<file path="src/rtl/pic_pkg.sv">
package pic_pkg;

  localparam int ADDR_W = 8;
  localparam int DATA_W = 32;

  localparam logic [ADDR_W-1:0] OFF_MASK_ON   = 8'h00;
  localparam logic [ADDR_W-1:0] OFF_MASK_OFF  = 8'h04;
  localparam logic [ADDR_W-1:0] OFF_MASK      = 8'h08;
  localparam logic [ADDR_W-1:0] OFF_STATUS    = 8'h0C;
  localparam logic [ADDR_W-1:0] OFF_ALT_ON    = 8'h10;
  localparam logic [ADDR_W-1:0] OFF_ALT_OFF   = 8'h14;
  localparam logic [ADDR_W-1:0] OFF_ALT       = 8'h18;
  localparam logic [ADDR_W-1:0] OFF_SEL_LEVEL = 8'h1C;
  localparam logic [ADDR_W-1:0] OFF_SEL_EDGE  = 8'h20;
  localparam logic [ADDR_W-1:0] OFF_LEVEL     = 8'h24;
  localparam logic [ADDR_W-1:0] OFF_POL_HIGH  = 8'h28;
  localparam logic [ADDR_W-1:0] OFF_POL_LOW   = 8'h2C;
  localparam logic [ADDR_W-1:0] OFF_POL       = 8'h30;
  localparam logic [ADDR_W-1:0] OFF_WPROT     = 8'h34;
  localparam logic [ADDR_W-1:0] OFF_SECURE    = 8'h38;

  localparam int KEY_W  = 24;
  localparam int KEY_LO = DATA_W - KEY_W;
  localparam logic [KEY_W-1:0] WP_KEY = 24'hC0DE5A;

  // Trigger decision for one pin from its configuration and its
  // current and previous synchronized values.
  function automatic logic pin_event(input logic alt, input logic lvl,
                                     input logic pol, input logic cur,
                                     input logic prev);
    logic rise, fall;
    rise = cur & ~prev;
    fall = ~cur & prev;
    if (!alt)
      return rise | fall;
    else if (lvl)
      return pol ? cur : ~cur;
    else
      return pol ? rise : fall;
  endfunction

  // Write-one-to-set / write-one-to-clear update
  function automatic logic [DATA_W-1:0] w1_update(input logic [DATA_W-1:0] cur,
                                                  input logic [DATA_W-1:0] set_b,
                                                  input logic [DATA_W-1:0] clr_b);
    return (cur | set_b) & ~clr_b;
  endfunction

  function automatic logic key_ok(input logic [DATA_W-1:0] wd);
    return wd[DATA_W-1:KEY_LO] == WP_KEY;
  endfunction

endpackage

</file>
<file path="src/rtl/pic_sync.sv">
module pic_sync #(
  parameter int W = 32
) (
  input  logic         clk,
  input  logic         rst_n,
  input  logic [W-1:0] pins_i,
  output logic [W-1:0] cur_o,
  output logic [W-1:0] prev_o
);

  logic [W-1:0] stage1;

  always_ff @(posedge clk or negedge rst_n) begin
    if (!rst_n) begin
      stage1 <= '0;
      cur_o  <= '0;
      prev_o <= '0;
    end else begin
      stage1 <= pins_i;
      cur_o  <= stage1;
      prev_o <= cur_o;
    end
  end

endmodule

</file>
<file path="src/rtl/pic_detect.sv">
module pic_detect
  import pic_pkg::*;
#(
  parameter int W = 32
) (
  input  logic [W-1:0] cur_i,
  input  logic [W-1:0] prev_i,
  input  logic [W-1:0] alt_i,
  input  logic [W-1:0] lvl_i,
  input  logic [W-1:0] pol_i,
  output logic [W-1:0] evt_o
);

  for (genvar g = 0; g < W; g++) begin : g_pin
    assign evt_o[g] = pin_event(alt_i[g], lvl_i[g], pol_i[g], cur_i[g], prev_i[g]);
  end

endmodule

</file>
<file path="src/rtl/pic_status.sv">
module pic_status #(
  parameter int W = 32
) (
  input  logic         clk,
  input  logic         rst_n,
  input  logic [W-1:0] evt_i,
  input  logic         clear_i,
  output logic [W-1:0] status_o
);

  logic [W-1:0] kept;

  // A clearing read drops old bits; new events are ORed in afterwards
  assign kept = clear_i ? '0 : status_o;

  always_ff @(posedge clk or negedge rst_n) begin
    if (!rst_n) status_o <= '0;
    else        status_o <= kept | evt_i;
  end

endmodule

</file>
<file path="src/rtl/pic_regs.sv">
module pic_regs
  import pic_pkg::*;
#(
  parameter int W = 32
) (
  input  logic              clk,
  input  logic              rst_n,
  input  logic              wr_en,
  input  logic              rd_en,
  input  logic [ADDR_W-1:0] addr,
  input  logic [DATA_W-1:0] wdata,
  output logic [DATA_W-1:0] rdata,
  input  logic [W-1:0]      status_i,
  output logic              rd_status_o,
  output logic [W-1:0]      mask_o,
  output logic [W-1:0]      alt_o,
  output logic [W-1:0]      lvl_o,
  output logic [W-1:0]      pol_o,
  output logic [W-1:0]      sec_o,
  output logic              wp_en_o
);

  logic [DATA_W-1:0] wd_ext;
  logic [DATA_W-1:0] mask_set, mask_clr, alt_set, alt_clr;
  logic [DATA_W-1:0] lvl_set, lvl_clr, pol_set, pol_clr;
  logic [DATA_W-1:0] mask_nx, alt_nx, lvl_nx, pol_nx;
  logic [DATA_W-1:0] mask_ext, alt_ext, lvl_ext, pol_ext;

  always_comb begin
    wd_ext = '0;
    wd_ext[W-1:0] = wdata[W-1:0];
  end

  assign mask_set = (wr_en && addr == OFF_MASK_ON)   ? wd_ext : '0;
  assign mask_clr = (wr_en && addr == OFF_MASK_OFF)  ? wd_ext : '0;
  assign alt_set  = (wr_en && addr == OFF_ALT_ON)    ? wd_ext : '0;
  assign alt_clr  = (wr_en && addr == OFF_ALT_OFF)   ? wd_ext : '0;
  assign lvl_set  = (wr_en && addr == OFF_SEL_LEVEL) ? wd_ext : '0;
  assign lvl_clr  = (wr_en && addr == OFF_SEL_EDGE)  ? wd_ext : '0;
  assign pol_set  = (wr_en && addr == OFF_POL_HIGH)  ? wd_ext : '0;
  assign pol_clr  = (wr_en && addr == OFF_POL_LOW)   ? wd_ext : '0;

  always_comb begin
    mask_ext = '0; mask_ext[W-1:0] = mask_o;
    alt_ext  = '0; alt_ext[W-1:0]  = alt_o;
    lvl_ext  = '0; lvl_ext[W-1:0]  = lvl_o;
    pol_ext  = '0; pol_ext[W-1:0]  = pol_o;
  end

  assign mask_nx = w1_update(mask_ext, mask_set, mask_clr);
  assign alt_nx  = w1_update(alt_ext,  alt_set,  alt_clr);
  assign lvl_nx  = w1_update(lvl_ext,  lvl_set,  lvl_clr);
  assign pol_nx  = w1_update(pol_ext,  pol_set,  pol_clr);

  always_ff @(posedge clk or negedge rst_n) begin
    if (!rst_n) begin
      mask_o <= '0;
      alt_o  <= '0;
      lvl_o  <= '0;
      pol_o  <= '0;
    end else begin
      mask_o <= mask_nx[W-1:0];
      alt_o  <= alt_nx[W-1:0];
      lvl_o  <= lvl_nx[W-1:0];
      pol_o  <= pol_nx[W-1:0];
    end
  end

  always_ff @(posedge clk or negedge rst_n) begin
    if (!rst_n) begin
      wp_en_o <= 1'b0;
      sec_o   <= '0;
    end else if (wr_en) begin
      if (addr == OFF_WPROT && key_ok(wdata)) wp_en_o <= wdata[0];
      if (addr == OFF_SECURE && !wp_en_o)     sec_o   <= wdata[W-1:0];
    end
  end

  assign rd_status_o = rd_en && (addr == OFF_STATUS);

  always_comb begin
    rdata = '0;
    if (rd_en) begin
      case (addr)
        OFF_MASK:   rdata[W-1:0] = mask_o;
        OFF_STATUS: rdata[W-1:0] = status_i;
        OFF_ALT:    rdata[W-1:0] = alt_o;
        OFF_LEVEL:  rdata[W-1:0] = lvl_o;
        OFF_POL:    rdata[W-1:0] = pol_o;
        OFF_WPROT:  rdata[0]     = wp_en_o;
        OFF_SECURE: rdata[W-1:0] = sec_o;
        default:    rdata        = '0;
      endcase
    end
  end

endmodule

</file>
<file path="src/rtl/pin_irq_ctrl.sv">
module pin_irq_ctrl
  import pic_pkg::*;
#(
  parameter int W = 32
) (
  input  logic              clk,
  input  logic              rst_n,
  input  logic              wr_en,
  input  logic              rd_en,
  input  logic [ADDR_W-1:0] addr,
  input  logic [DATA_W-1:0] wdata,
  output logic [DATA_W-1:0] rdata,
  input  logic [W-1:0]      pins_i,
  output logic              irq_o
);

  logic [W-1:0] cur, prev, evt, status;
  logic [W-1:0] mask, alt, lvl, pol, sec;
  logic         wp_en, rd_status;

  pic_sync #(.W(W)) u_sync (
    .clk(clk), .rst_n(rst_n), .pins_i(pins_i), .cur_o(cur), .prev_o(prev)
  );

  pic_detect #(.W(W)) u_detect (
    .cur_i(cur), .prev_i(prev), .alt_i(alt), .lvl_i(lvl), .pol_i(pol),
    .evt_o(evt)
  );

  pic_status #(.W(W)) u_status (
    .clk(clk), .rst_n(rst_n), .evt_i(evt), .clear_i(rd_status),
    .status_o(status)
  );

  pic_regs #(.W(W)) u_regs (
    .clk(clk), .rst_n(rst_n), .wr_en(wr_en), .rd_en(rd_en), .addr(addr),
    .wdata(wdata), .rdata(rdata), .status_i(status), .rd_status_o(rd_status),
    .mask_o(mask), .alt_o(alt), .lvl_o(lvl), .pol_o(pol), .sec_o(sec),
    .wp_en_o(wp_en)
  );

  assign irq_o = |(status & mask);

endmodule

</file>
<file path="config.mk">
export PLATFORM = sky130hd
export DESIGN_NAME = pin_irq_ctrl
export DESIGN_NICKNAME = d
export VERILOG_FILES = /design/src/rtl/pic_pkg.sv /design/src/rtl/pic_sync.sv /design/src/rtl/pic_detect.sv /design/src/rtl/pic_status.sv /design/src/rtl/pic_regs.sv /design/src/rtl/pin_irq_ctrl.sv
export SDC_FILE = /design/constraint.sdc
export NUM_CORES = 1
export LEC_CHECK = 0
export ABC_AREA = 1
export BUFFER_PORTS_ARGS = -buffer_cell sky130_fd_sc_hd__buf_2
export CAP_MARGIN = 10
export CELL_PAD_IN_SITES_DETAIL_PLACEMENT = 1
export CELL_PAD_IN_SITES_GLOBAL_PLACEMENT = 1
export CORE_MARGIN = 4
export CORE_UTILIZATION = 43
export CTS_BUF_LIST = sky130_fd_sc_hd__clkbuf_8
export DETAILED_ROUTE_END_ITERATION = 8
export PLACE_DENSITY = 0.8
export SYNTH_ARGS = -nofsm -noshare
export SYNTH_HDL_FRONTEND = slang
export SYNTH_SLANG_ARGS = --single-unit
export TNS_END_PERCENT = 100
</file>
<file path="constraint.sdc">
create_clock -name clk -period 1.25 [get_ports clk]
set_clock_uncertainty 0.05 [all_clocks]
set_input_delay 0 -clock clk [delete_from_list [all_inputs] [get_ports clk]]
set_output_delay 0 -clock clk [all_outputs]
set_load 0.02 [all_outputs]
</file>
; ---- Word level (Yosys, flattened, before mapping)
; Cells that the tools add are included.
[totals]
input_bits = 76
out_inout_bits = 33
elab_cells = 355
regBits = 289
[op_classes]
n_bitwise = 174
n_mux = 140
eq_ne = 15
n_reduce_logical = 16
[op_table]
columns = op, n
row1 = two-way mux 32 bit, 10
row2 = one-hot mux 31 bit (6 select lines), 1
row3 = AND 32 bit, 5
row4 = OR 32 bit, 5
row5 = two-way mux 1 bit, 128
row6 = NOT 32 bit, 4
row7 = AND 1 bit, 64
row8 = NOT 1 bit, 64
row9 = == test 8 x 6 -> 1 bit (second input constant), 7
row10 = == test 8 x 5 -> 1 bit (second input constant), 4
row11 = OR 1 bit, 32
row12 = OR reduction 32 bit, 1
row13 = == test 24 bit (second input constant), 1
row14 = == test 8 x 4 -> 1 bit (second input constant), 2
row15 = logical AND 1 bit, 11
row16 = == test 8 x 3 -> 1 bit (second input constant), 1
row17 = logical NOT 8 bit, 1
row18 = one-hot mux 1 bit (7 select lines), 1
row19 = AND reduction 2 bit, 2
row20 = logical NOT 1 bit, 1

; ---- Depth between registers and ports, before layout
; Gate-level depths: netlist of the first run.
[logic_depth]
depth_word = 6
depth_mapped = 10
mapped_depth_nobuf = 9

; ---- Modules after synthesis
; Synthesis of the first run repeated with hierarchy kept, for this count alone.
[unflattened]
cells_unflattened = 1974
hier_area_um2 = 15192.1
[by_module_without_submodules]
columns = mod, cells_per_inst, area_per_inst_um2, instances, seq_area_each_um2
row1 = pic_regs, 1107, 8455.6, 1, 4028.9
row2 = pic_detect, 576, 2882.8, 1, 0.0
row3 = pic_sync, 96, 2402.3, 1, 2402.3
row4 = pic_status, 132, 1214.9, 1, 800.8
row5 = pin_irq_ctrl, 63, 236.5, 1, 0.0

; ---- Least setup slack after synthesis of the first run
; OpenSTA, ideal clock, no wires.
[synth_timing]
kind = input -> output
from = in addr[0]
to = out rdata[11]
required_ps = 1200
path_buffers = 2
cell_stages = 9
slack_ps = 57
t_arrival_ps = 1143
path_cell_list = inv_1 nand2_4 nor2_8 buf_6 buf_4 nand3_1 nand2_1 inv_1 a21oi_1
[synth_between]
elab_chain_cells = 3
word_cells_on_any_way = 8
classes_between = 6 x eq/ne / 2 x mux
[synth_lines]
columns = element, line_no
row1 = from (decl), pin_irq_ctrl.sv:10  ; input logic [ADDR_W-1:0] addr,
row2 = "== test 8 x 6 -> 1 bit, or another cell as far along", pic_regs.sv:84  ; case (addr)
row3 = one-hot mux 31 bit (6 select lines) *, pic_regs.sv:84
row4 = two-way mux 32 bit *, pic_regs.sv:83  ; if (rd_en) begin
row5 = to (decl), pin_irq_ctrl.sv:12  ; output logic [DATA_W-1:0] rdata,
; Every way passes the cells marked *; elsewhere a longest branch is shown, timed or not.

; ---- Final worst setup path of the first run
[layout_timing]
from = reg u_status.status_o[21]
to = out irq_o
[layout_between]
elab_chain_cells = 2
[layout_lines]
columns = element, line_no
row1 = from (decl), pic_status.sv:8  ; output logic [W-1:0] status_o
row2 = from (signal assigned), pic_status.sv:18  ; else status_o <= kept | evt_i;
row3 = AND 32 bit, pin_irq_ctrl.sv:42  ; assign irq_o = |(status & mask);
row4 = OR reduction 32 bit, pin_irq_ctrl.sv:42
row5 = to (decl), pin_irq_ctrl.sv:14  ; output logic irq_o
; No other way between the ends.

==> results of run 1 <==
## metrics by stage
stage / setup WS (ns) / setup TNS [ns]
2_1_floorplan: 0.0570 / 0
3_3_place_gp: -0.231 / -27.82
3_5_place_dp: -0.255 / -38.20
4_1_cts: -0.698 / -13.45
5_1_grt: -0.959 / -27.03
6_report: -1.00 / -24.18
## per-layer routing
layer  routed length (um)  part of all wire, %  up-vias  track usage [%]
met3                 8290                   11      644             6.54
met1                26700                   34     8134             38.9
met5                   14                0.018        -                0
li1                     -                    -     6472                -
met2                35600                   46     1492             54.7
met4                 7070                  9.1        2             17.5
## how the worst min path moves through the flow
stage / cells past startpoint / slack, ns / endpoint
global route: 5 / 0.04 / u_status.status_o[20]
CTS: 5 / 0.006 / u_status.status_o[20]
detailed placement: 1 / -0.11 / u_sync.stage1[23]
global placement: 1 / -0.11 / u_sync.stage1[23]
floorplan: 0 / -0.35 / u_regs.alt_o[0]
finish: 5 / 0.04 / u_status.status_o[20]
## kinds of logic (layout without fill, tap and decap cells)
| group | after synthesis | after routing | synth area share (%) |
|---|---|---|---|
| other | 0 | 1 | 0 |
| flip-flops | 289 | 289 | 50.5 |
| buffers and inverters | 282 | 741 | 8.64 |
| AO/OA/AOI/OAI | 436 | 436 | 15.8 |
| adder cells (fa/ha/maj) | 64 | 64 | 5.59 |
| AND/OR/NAND/NOR | 630 | 630 | 19.5 |
## cell usage after synthesis, drive strengths merged (13+ instances only)
library cell	number	area, um2
o21ai	116	581
o211ai	32	240
ha	64	801
inv	175	657
clkbuf	41	154
nand2	260	998
buf	66	428
nor2	154	682
a21oi	288	1440
nand4	13	96.3
dfrtp	289	7230
nand3	202	1010
## repair_timing
action	in CTS	in global routing
pin swaps	76	164
endpoints found under the hold margin	482	0
endpoints found under the setup margin	64	86
cloned	0	6
buffers inserted	88	63
gates resized for setup	187	368
hold buffers	99	0
## cell type report
| cell class | instances | area (um2) | area share, % |
|---|---|---|---|
| inverter | 175 | 659 | 3.12 |
| clock buffer | 67 | 922 | 4.36 |
| clock inverter | 26 | 128 | 0.604 |
| sequential | 289 | 7240 | 34.3 |
| multi-input combinational | 1130 | 7250 | 34.3 |
| antenna | 1 | 2.50 | 0.0118 |
| timing repair buffer | 473 | 4380 | 20.7 |
| tap | 442 | 553 | 2.62 |
## layout by cell type (no fill, tap or decap), types with 30 or more instances in the layout
| cell type | synthesis | layout |
|---|---|---|
| a21oi_1 | 288 | 255 |
| buf_12 | 0 | 36 |
| buf_2 | 36 | 71 |
| buf_4 | 22 | 200 |
| buf_6 | 7 | 58 |
| clkbuf_8 | 0 | 67 |
| dfrtp_1 | 289 | 283 |
| dlygate4sd3_1 | 0 | 99 |
| ha_4 | 0 | 40 |
| inv_1 | 170 | 143 |
| inv_2 | 5 | 53 |
| nand2_1 | 255 | 208 |
| nand2_2 | 3 | 36 |
| nand3_1 | 202 | 173 |
| nor2_1 | 138 | 78 |
| nor2_2 | 5 | 49 |
| o211ai_1 | 32 | 32 |
| o21ai_1 | 16 | 66 |
| o21ai_2 | 0 | 30 |
## state kept, by name, indices dropped and copies added, names as in the netlist
register           flops
u_sync.prev_o         32
u_regs.wp_en_o         1
u_status.status_o     32
u_regs.mask_o         32
u_sync.cur_o          32
u_regs.alt_o          32
u_regs.pol_o          32
u_sync.stage1         32
u_regs.lvl_o          32
u_regs.sec_o          32
## power by group through the flow
stage	clock [mW]	sequential (mW)	combinational [mW]
finish	9.70	10.1	3.17
global route	10.1	10.1	3.32
CTS	9.27	10.0	2.38
detailed placement	0	10.2	1.81
global placement	0	10.2	1.71
floorplan	0	10.1	0.888
## critical path, delay by kind of cell, from the launching register on
family	cells	cell delay [ns]
simple gates	4	0.88
flops	1	0.45
buf+inv	1	0.23
==> results by group, run 1 <==
Run status
  – Status: finished, violations left
  – Violated checks: negative setup slack

Layout
  – Fill count: 3640
  – Nets@finish: about 2300
  – Non-filler cells in the finished layout: 2603
  – Synthesis-to-finish area growth: 47.5%
  – Final core utilization: approximately 65%
  – Fin area: 0.0211 mm2
  – Layout cells sized above 1: 35.7%

Floorplan
  – Chip height: 191 um
  – Io pins: 109
  – Die X: 191 um
  – Core Rows: 66
  – CORE AREA: 0.0327 mm2
  – Full die area: 0.0363 mm2
  – Initial core utilization: 43.8%

Route
  – Total wire length: 77600 um
  – DRT iter0 DRCs: 2185
  – DRC Markers: 0
  – Via-to-Cell Ratio: 6.43
  – WL per Instance: 29.8 um
  – Post-route ant nets: 0
  – TritonRoute pass-1 iters: 6
  – Vias after detailed routing: 16700

Setup path
  – Reg2reg end: u_status.status_o[1]
  – R2R setup slack: -0.30 ns
  – Crit-path most repeated cell: nand4_1
  – CP max-delay cell: dfrtp_1
  – CP peak stage delay: 0.45 ns
  – CP Capture Type: output port
  – CP max FO: 2
  – CP required: 1.20 ns
  – Class of the most critical setup path: flip-flop to output port
  – Critical path launch point: u_status.status_o[21]
  – CP Cell Sequence: nand2_2 > nand4_1 > nor2_1 > nand4_1 > buf_6
  – CP Launch Type: flip-flop
  – Reg2reg path depth: 8
  – Crit path DAT: 2.20 ns
  – Launch point of the worst reg-to-reg path: u_sync.cur_o[1]
  – CP endpoint: irq_o

Logic synthesis
  – Register bit total from synthesis: 289
  – Cells after Synth: 1701
  – FFs w/ async S/R, synth: 100%
  – Predominant post-synthesis flop cell: dfrtp_1
  – Ys Warns: 0
  – Netlist cell types: 24
  – Register area share after synthesis: 50.5%
  – Mapped cell area: 0.0143 mm2
  – Syn avg cell area: ~8.4 um2
  – Synthesized Nets: 1841
  – Post-synth EDFFs: 0

Timing
  – Final-report max-slew violation count: 0
  – Hold Vio Cnt, Final: 0
  – Setup ws final: -1.00 ns
  – Hold_ws: 0.0401 ns
  – Period minus WS final: ~2.2 ns
  – Period Utilization, post-route: 180%
  – RSZ-0062 raised after global routing: yes
  – Worst slew pin tran: 0.460 ns
  – Final setup vio count: approximately 110
  – Worst slew margin: 69.3%
  – Fmax achieved: 445 MHz

Power
  – Combinational power share: 13.8%
  – LEAKAGE: between 10 and 15 nW
  – Peak supply drop: 0.00105 V
  – Clock power share: 42.2%
  – Pwr Total: around 23 mW
  – PwrDens: about 1100 mW/mm2
  – Switching Fraction: 30.4%
  – Internal power: between 15 and 20 mW
  – Sequential power share: 44.0%
  – Switching pwr: 6.97 mW

Global route
  – Number of global-route vias before repair: 16400
  – First-pass GRT wire length: a little over 90000 um
  – Largest net degree at the start of global routing: 50
  – Final global-route overflow total: 0
  – Global Route Usage Sum: 32.3%
  – Initial antenna violation count: 2

Hold path
  – Worst hold-check path type: primary input to flip-flop
  – HP Start: rd_en

Placed design
  – Dpl cells: 2268
  – Post-DP Area: around 0.016 mm2
  – DP Wirelength: 33400 um
  – Gp weighted congestion: 0.858
  – Port bufs: 108

Job
  – Max-Cap Viols: 0

Clocking
  – Cts bufs inserted: 52
  – Max clock buf depth: 3
  – Clock transition at the registers of the reported paths: ~0.08 ns
  – Clk sink count: 289
  – Clock latency on the worst-skew pair: 0.64 ns
  – CTS tree: yes
  – CTS H-tree depth: 2
  – CTS root buffer: clkbuf_8
No activity file was read; power rests on OpenSTA's default activity.
==> run 2, diff against run 1 <==
- CELL_PAD_IN_SITES_DETAIL_PLACEMENT: 1 -> unset
- CELL_PAD_IN_SITES_GLOBAL_PLACEMENT: 1 -> unset
- PLACE_DENSITY: 0.8 -> 0.64
==> run 2 against run 1 <==
Against the previous run:
- sequential cell count stayed put
- via count shrank 17%
- fmax up 21%
- critical path type unchanged
- register-to-register slack better by 0.28 ns
- sequential share of layout area increased by 0.88 points
- final cell count down 1.0%
- critical path depth unchanged
- hold slack improved by 0.011 ns
- the flow still finishes with violations (negative setup slack)
- critical endpoint unchanged
- core utilization is 1.6 points lower
==> results by group, run 2 (synthesized netlist as in run 1, its figures left out) <==
Timing
  – RSZ-0062 raised after global routing: yes
  – Hold Vio Cnt, Final: 0
  – Period minus WS final: between 1.5 and 2 ns
  – Final setup vio count: 54
  – Fmax achieved: 536 MHz
  – Setup ws final: -0.617 ns
  – Final-report max-slew violation count: 0
  – Worst slew margin: between 60% and 70%
  – Worst slew pin tran: a little over 0.5 ns
  – Period Utilization, post-route: 149%

Power
  – LEAKAGE: 9.85 nW
  – Pwr Total: 21.6 mW
  – Peak supply drop: 0.000843 V
  – PwrDens: between 1000 and 1500 mW/mm2

Job
  – Max-Cap Viols: 0

Layout
  – Nets@finish: between 2000 and 2500
  – Layout cells sized above 1: between 30% and 40%
  – Commonest non-fill, non-tap cell in the layout: dfrtp_1
  – Most frequent cells in the layout: dfrtp_1 (279), a21oi_1 (257), nand2_1 (213), buf_4 (186), nand3_1 (178)
  – Non-filler cells in the finished layout: 2576
  – Antenna cells: 0
  – Fill count: 2685
  – Synthesis-to-finish area growth: 43.9%

Route
  – Post-route ant nets: 0
  – Via-to-Cell Ratio: 5.37
  – Total wire length: 47300 um
  – WL per Instance: 18.4 um
  – TritonRoute pass-1 iters: 6
  – DRT iter0 DRCs: 1163
  – DRC Markers: 0
  – Vias after detailed routing: 13800

Placed design
  – Gp weighted congestion: 0.885
  – Port bufs: 108
  – DP Wirelength: 28800 um
  – Pre-CTS WS: -0.225 ns
  – Dpl cells: 2266

Floorplan
  – Io pins: approximately 110
  – Full die area: 0.0363 mm2
  – Initial core utilization: 43.8%
  – Chip height: 191 um
  – Core Rows: 66
  – CORE AREA: roughly 0.033 mm2
  – Die X: 191 um

Hold path
  – Worst hold-check path type: primary input to flip-flop

Global route
  – Number of global-route vias before repair: roughly 13000
  – Global Route Usage Sum: 24.2%
  – Final global-route overflow total: 0
  – Largest net degree at the start of global routing: 51
  – Initial antenna violation count: 2
  – First-pass GRT wire length: 70300 um

Setup path
  – CP Cell Sequence: nand2_2 > nand4_1 > nor2_2 > nand4_1 > buf_4
  – Crit-path most repeated cell: nand4_1
  – CP Capture Type: output port
  – CP peak stage delay: roughly 0.43 ns
  – CP required: between 1 and 1.5 ns
  – CP Launch Type: flip-flop
  – Buf/Inv on CP: 1
  – CP max FO: 3
  – Cell family with most CP delay: simple AND/OR/NAND/NOR gates
  – CP max-delay cell: dfrtp_1
  – Crit path DAT: between 1.5 and 2 ns
  – Class of the most critical setup path: flip-flop to output port

Clocking
  – Clock latency on the worst-skew pair: 0.59 ns
  – Clock transition at the registers of the reported paths: 0.06 ns
  – CTS tree: yes
  – CTS root buffer: clkbuf_8
  – Max clock buf depth: 3
  – Clk sink count: 289
  – Cts bufs inserted: 52
  – CTS H-tree depth: 2

Run status
  – Status: finished, violations left
  – Violated checks: negative setup slack
==> run 2: cell count changes in the layout (fill, tap and decap cells not counted), moves of 7 or more <==
cell,previous run,this run
ha_4,40,33
o21ai_2,30,19
nor2_4,26,19
buf_6,58,46
o21ai_1,66,75
nor2_1,78,86
buf_4,200,186
==> run 2: path summary, 6_finish.rpt <==
check | startpoint | endpoint | slack (ns) | cells after the start
worst max-delay path | u_status.status_o[3] | irq_o | -0.62 | 5
worst min-delay path | rd_en | u_status.status_o[1] | 0.05 | 5
worst max register to register | u_regs.wp_en_o | u_regs.sec_o[6] | -0.02 | 6
worst min register to register | u_sync.stage1[11] | u_sync.cur_o[11] | 0.29 | 0
max in group asynchronous | rst_n | u_regs.pol_o[24] | 0.13 | 4
min in group asynchronous | rst_n | u_sync.stage1[23] | 0.38 | 3
==> run 2: cell type report <==
class	count	area (um2)	area share, %
Timing Repair Buffer	448	4140	20.1
Clock inverter	23	101	0.491
Multi-Input combinational cell	1130	6980	33.8
Inverter	175	657	3.19
Tap cell	442	553	2.68
Clock buffer	69	950	4.60
Sequential cell	289	7240	35.1
==> run 2: routing by layer <==
| layer | track usage (%) | wire, um | vias up |
|---|---|---|---|
| li1 | - | - | 6442 |
| met1 | 32.8 | 19600 | 6649 |
| met2 | 39.1 | 22500 | 609 |
| met3 | 4.76 | 3450 | 133 |
| met4 | 8.31 | 1740 | 4 |
| met5 | 0 | 26 | - |
==> run 2: worst register-to-register path, delay by kind of cell (launching register included) <==
kind	cells	cell delay (ns)
flops	1	0.41
buf+inv	3	0.48
compound gates	1	0.05
simple gates	2	0.18
==> run 2: timing repair <==
item                                    CTS  global route
cloned                                    0             7
pin swaps                                82           163
endpoints found under the setup margin   63           102
resized for setup                       165           314
hold endpoints to repair                482            19
setup buffers                            62            58
hold buffers                            100             1
==> run 2: report_power, final <==
group	total, mW	internal [mW]	switching (mW)
registers	10.0	9.72	0.318
clock network	8.98	4.90	4.08
logic	2.57	1.18	1.39
total	21.6	15.8	5.79
==> run 2: metrics by stage <==
stage	util (%)	area [um2]	setup TNS, ns	hold WS, ns
3_5_place_dp	49.5	16200	-31.08	-0.158
2_1_floorplan	-	14300	0	-0.346
4_1_cts	58.3	19100	-19.19	0.00884
6_report	63.1	20600	-11.67	0.0512
3_3_place_gp	49.5	16200	-26.95	-0.158
5_1_grt	63.1	20600	-17.30	0.0467
==> run 3, diff against run 2 <==
- ABC_AREA: 1 -> unset
==> run 3 against run 2 <==
Against the previous run:
- the flow still finishes with violations (negative setup slack)
- combinational power up 10%
- synthesized cell count fell by 26%
- largest power group unchanged
- wire length is 1.7% lower
- sequential cell count did not move
- global-route usage is 1.6 points higher
- total power is 2.7% higher
- hold slack lost 0.032 ns
- setup slack got worse by 0.41 ns
- non-clock buffer count is 48 higher
- area after synthesis down 4.4%
- register-to-register slack worse by 0.35 ns
- clock power grew 2.2%
- highest routed layer unchanged
==> results by group, run 3 <==
Run status
  – Status: finished, violations left
  – Violated checks: negative setup slack

Global route
  – Number of global-route vias before repair: ~12000
  – First-pass GRT wire length: ~71000 um
  – Largest net degree at the start of global routing: 54
  – Global Route Usage Sum: roughly a quarter
  – Final global-route overflow total: 0
  – Initial antenna violation count: 1

Layout
  – Commonest non-fill, non-tap cell in the layout: dfrtp_1
  – Synthesis-to-finish area growth: 48.7%
  – Final core utilization: 64.7%
  – Layout cells sized above 1: 41.0%
  – Most frequent cells in the layout: dfrtp_1 (278), a21oi_1 (244), buf_4 (210), dlygate4sd3_1 (94), buf_6 (91)
  – Non-filler cells in the finished layout: between 2000 and 2500
  – Nets@finish: 1857
  – Antenna cells: 0

Power
  – Clock power share: 41.4%
  – LEAKAGE: 9.58 nW
  – Internal power: approximately 16 mW
  – Sequential power share: 45.9%
  – Peak supply drop: between 0.001 and 0.0015 V
  – Switching pwr: 5.74 mW
  – Combinational power share: about an eighth
  – PwrDens: 1090 mW/mm2
  – Switching Fraction: 25.9%
  – Pwr Total: 22.2 mW

Setup path
  – CP Launch Type: flip-flop
  – Cell family with most CP delay: simple AND/OR/NAND/NOR gates
  – Crit path DAT: ~2.2 ns
  – CP max-delay cell: or4_4
  – CP Cell Sequence: a22oi_1 > nand4_1 > or4_4 > buf_6
  – CP required: 1.20 ns
  – CP peak stage delay: 0.56 ns
  – CP Capture Type: output port
  – Class of the most critical setup path: flip-flop to output port
  – CP max FO: 2
  – R2R setup slack: -0.37 ns
  – Buf/Inv on CP: 1

Logic synthesis
  – Predominant post-synthesis flop cell: dfrtp_1
  – Top-count cell post-synth: a21oi_1
  – Syn avg cell area: 10.9 um2
  – Area leader, netlist: dfrtp_1
  – Synthesized Nets: 1402
  – Share of the synthesized area in the top cell type: 52.8%
  – Register area share after synthesis: 52.8%
  – Top cells by count, synth: a21oi_1 (302), dfrtp_1 (289), inv_1 (66)
  – Ys Warns: 0
  – Netlist cell types: 47
  – Register bit total from synthesis: 289
  – FFs w/ async S/R, synth: 100%
  – Post-synth EDFFs: 0
  – Top cells by area, synth: dfrtp_1 (53%), a21oi_1 (11%), ha_1 (5.8%)
  – Cells after Synth: about 1300
  – Mapped cell area: approximately 0.014 mm2

Floorplan
  – Die X: about 190 um
  – Initial core utilization: 43.5%
  – Full die area: 0.0348 mm2
  – Io pins: ~110
  – Chip height: between 150 and 200 um
  – Core Rows: 65
  – CORE AREA: 0.0315 mm2

Job
  – Max-Cap Viols: 0

Timing
  – Final setup TNS: -39.58 ns
  – Period minus WS final: about 2.3 ns
  – Worst slew margin: 74.5%
  – Hold Vio Cnt, Final: 0
  – Period Utilization, post-route: 182%
  – Final-report max-slew violation count: 0
  – Setup ws final: -1.02 ns
  – Fmax achieved: roughly 440 MHz
  – Worst slew pin tran: around 0.38 ns
  – RSZ-0062 raised after global routing: yes
  – Final setup vio count: 126

Route
  – DRT iter0 DRCs: between 800 and 900
  – WL per Instance: 21.5 um
  – Post-route ant nets: 0
  – TritonRoute pass-1 iters: 5
  – Total wire length: 46500 um
  – Via-to-Cell Ratio: ~5.7
  – DRC Markers: 0
  – Vias after detailed routing: 12300

Hold path
  – Worst hold-check path type: primary input to flip-flop

Clocking
  – Clock transition at the registers of the reported paths: 0.07 ns
  – Max clock buf depth: 3
  – Clock latency on the worst-skew pair: ~0.59 ns
  – Clk sink count: 289
  – Cts bufs inserted: 51
  – CTS tree: yes
  – CTS root buffer: clkbuf_8
  – CTS H-tree depth: 2

Placed design
  – Dpl cells: 1924
  – Port bufs: 108
  – Gp weighted congestion: roughly 0.91
  – DP Wirelength: 29900 um
  – Pre-CTS WS: -0.629 ns
run 3: cell types whose count changed in the layout (fill, tap and decap cells not counted), sizes merged, moves of 32 or more:
cell / delta
inv: -106
o211ai: -32
nand3: -180
a211oi: +33
xor2: +32
nand2: -251
mux2: +38
nor2: -94
a22o: +43
buf: +57
o21ai: -114
nor2b: +35
a221o: +47
run 3: logic make-up (layout without fill, tap and decap cells):
group / Yosys count / after routing / synth area share [%]
and+or+nand+nor: 171 / 171 / 7.13
muxes: 66 / 66 / 5.17
buffers and inverters: 160 / 655 / 4.82
DFF: 289 / 289 / 52.8
AOI/OAI and AO/OA: 480 / 480 / 22.2
adders and majority gates: 64 / 64 / 5.85
xor gates and xnor gates: 32 / 32 / 2.05
run 3: repair_timing:
action,CTS,global route
hold buffers,94,4
pin swaps,113,60
setup endpoints to repair,97,124
gates resized for setup,236,117
gates cloned,2,3
buffers inserted,37,12
endpoints found under the hold margin,482,20
run 3: per-layer routing:
metal	vias to the layer above	track usage [%]	share of wire (%)
met3	129	4.83	6.9
met1	6118	33.4	41
met2	484	43.1	48
met4	2	10.5	4.3
li1	5519	-	-
met5	-	0	0.026
run 3: final cells by class:
class	instances	area, um2
sequential	289	7250
timing repair buffer	496	4470
tap	402	503
clock buffer	64	881
multi-input combinational	813	6820
inverter	66	248
clock inverter	29	204
fill	2414	11100
run 3: stage by stage:
step                      area, um2  hold slack, ns
after detailed placement      16600          -0.128
after global placement        16600          -0.131
after global routing          20400         0.00154
final                         20400          0.0195
after floorplan               14100          -0.346
after CTS                     19800        0.000518
run 3: worst paths after layout:
check / startpoint / end / cells after the start
setup reg to reg: u_regs.wp_en_o / u_regs.sec_o[31] / 5
min in group asynchronous: rst_n / u_status.status_o[26] / 3
hold / removal: wdata[15] / u_regs.wp_en_o / 5
max in group asynchronous: rst_n / u_regs.pol_o[17] / 4
hold reg to reg: u_sync.stage1[12] / u_sync.cur_o[12] / 0
setup / recovery: u_status.status_o[19] / irq_o / 4
run 3: power groups by stage:
| stage | Combinational [mW] | Sequential [mW] | Clock (mW) |
|---|---|---|---|
| 2_1_floorplan | 1.08 | 10.2 | 0 |
| 3_3_place_gp | 2.12 | 10.3 | 0 |
| 3_5_place_dp | 2.19 | 10.3 | 0 |
| 4_1_cts | 2.67 | 10.1 | 9.41 |
| 5_1_grt | 3.09 | 10.2 | 9.85 |
| 6_report | 2.83 | 10.2 | 9.18 |
run 3: tightest hold or removal path, stage by stage:
cell and delay (ns):
buf_2 0.12, nor4bb_2 0.06, nand2_1 0.15, nor4_4 0.07, mux2_2 0.21
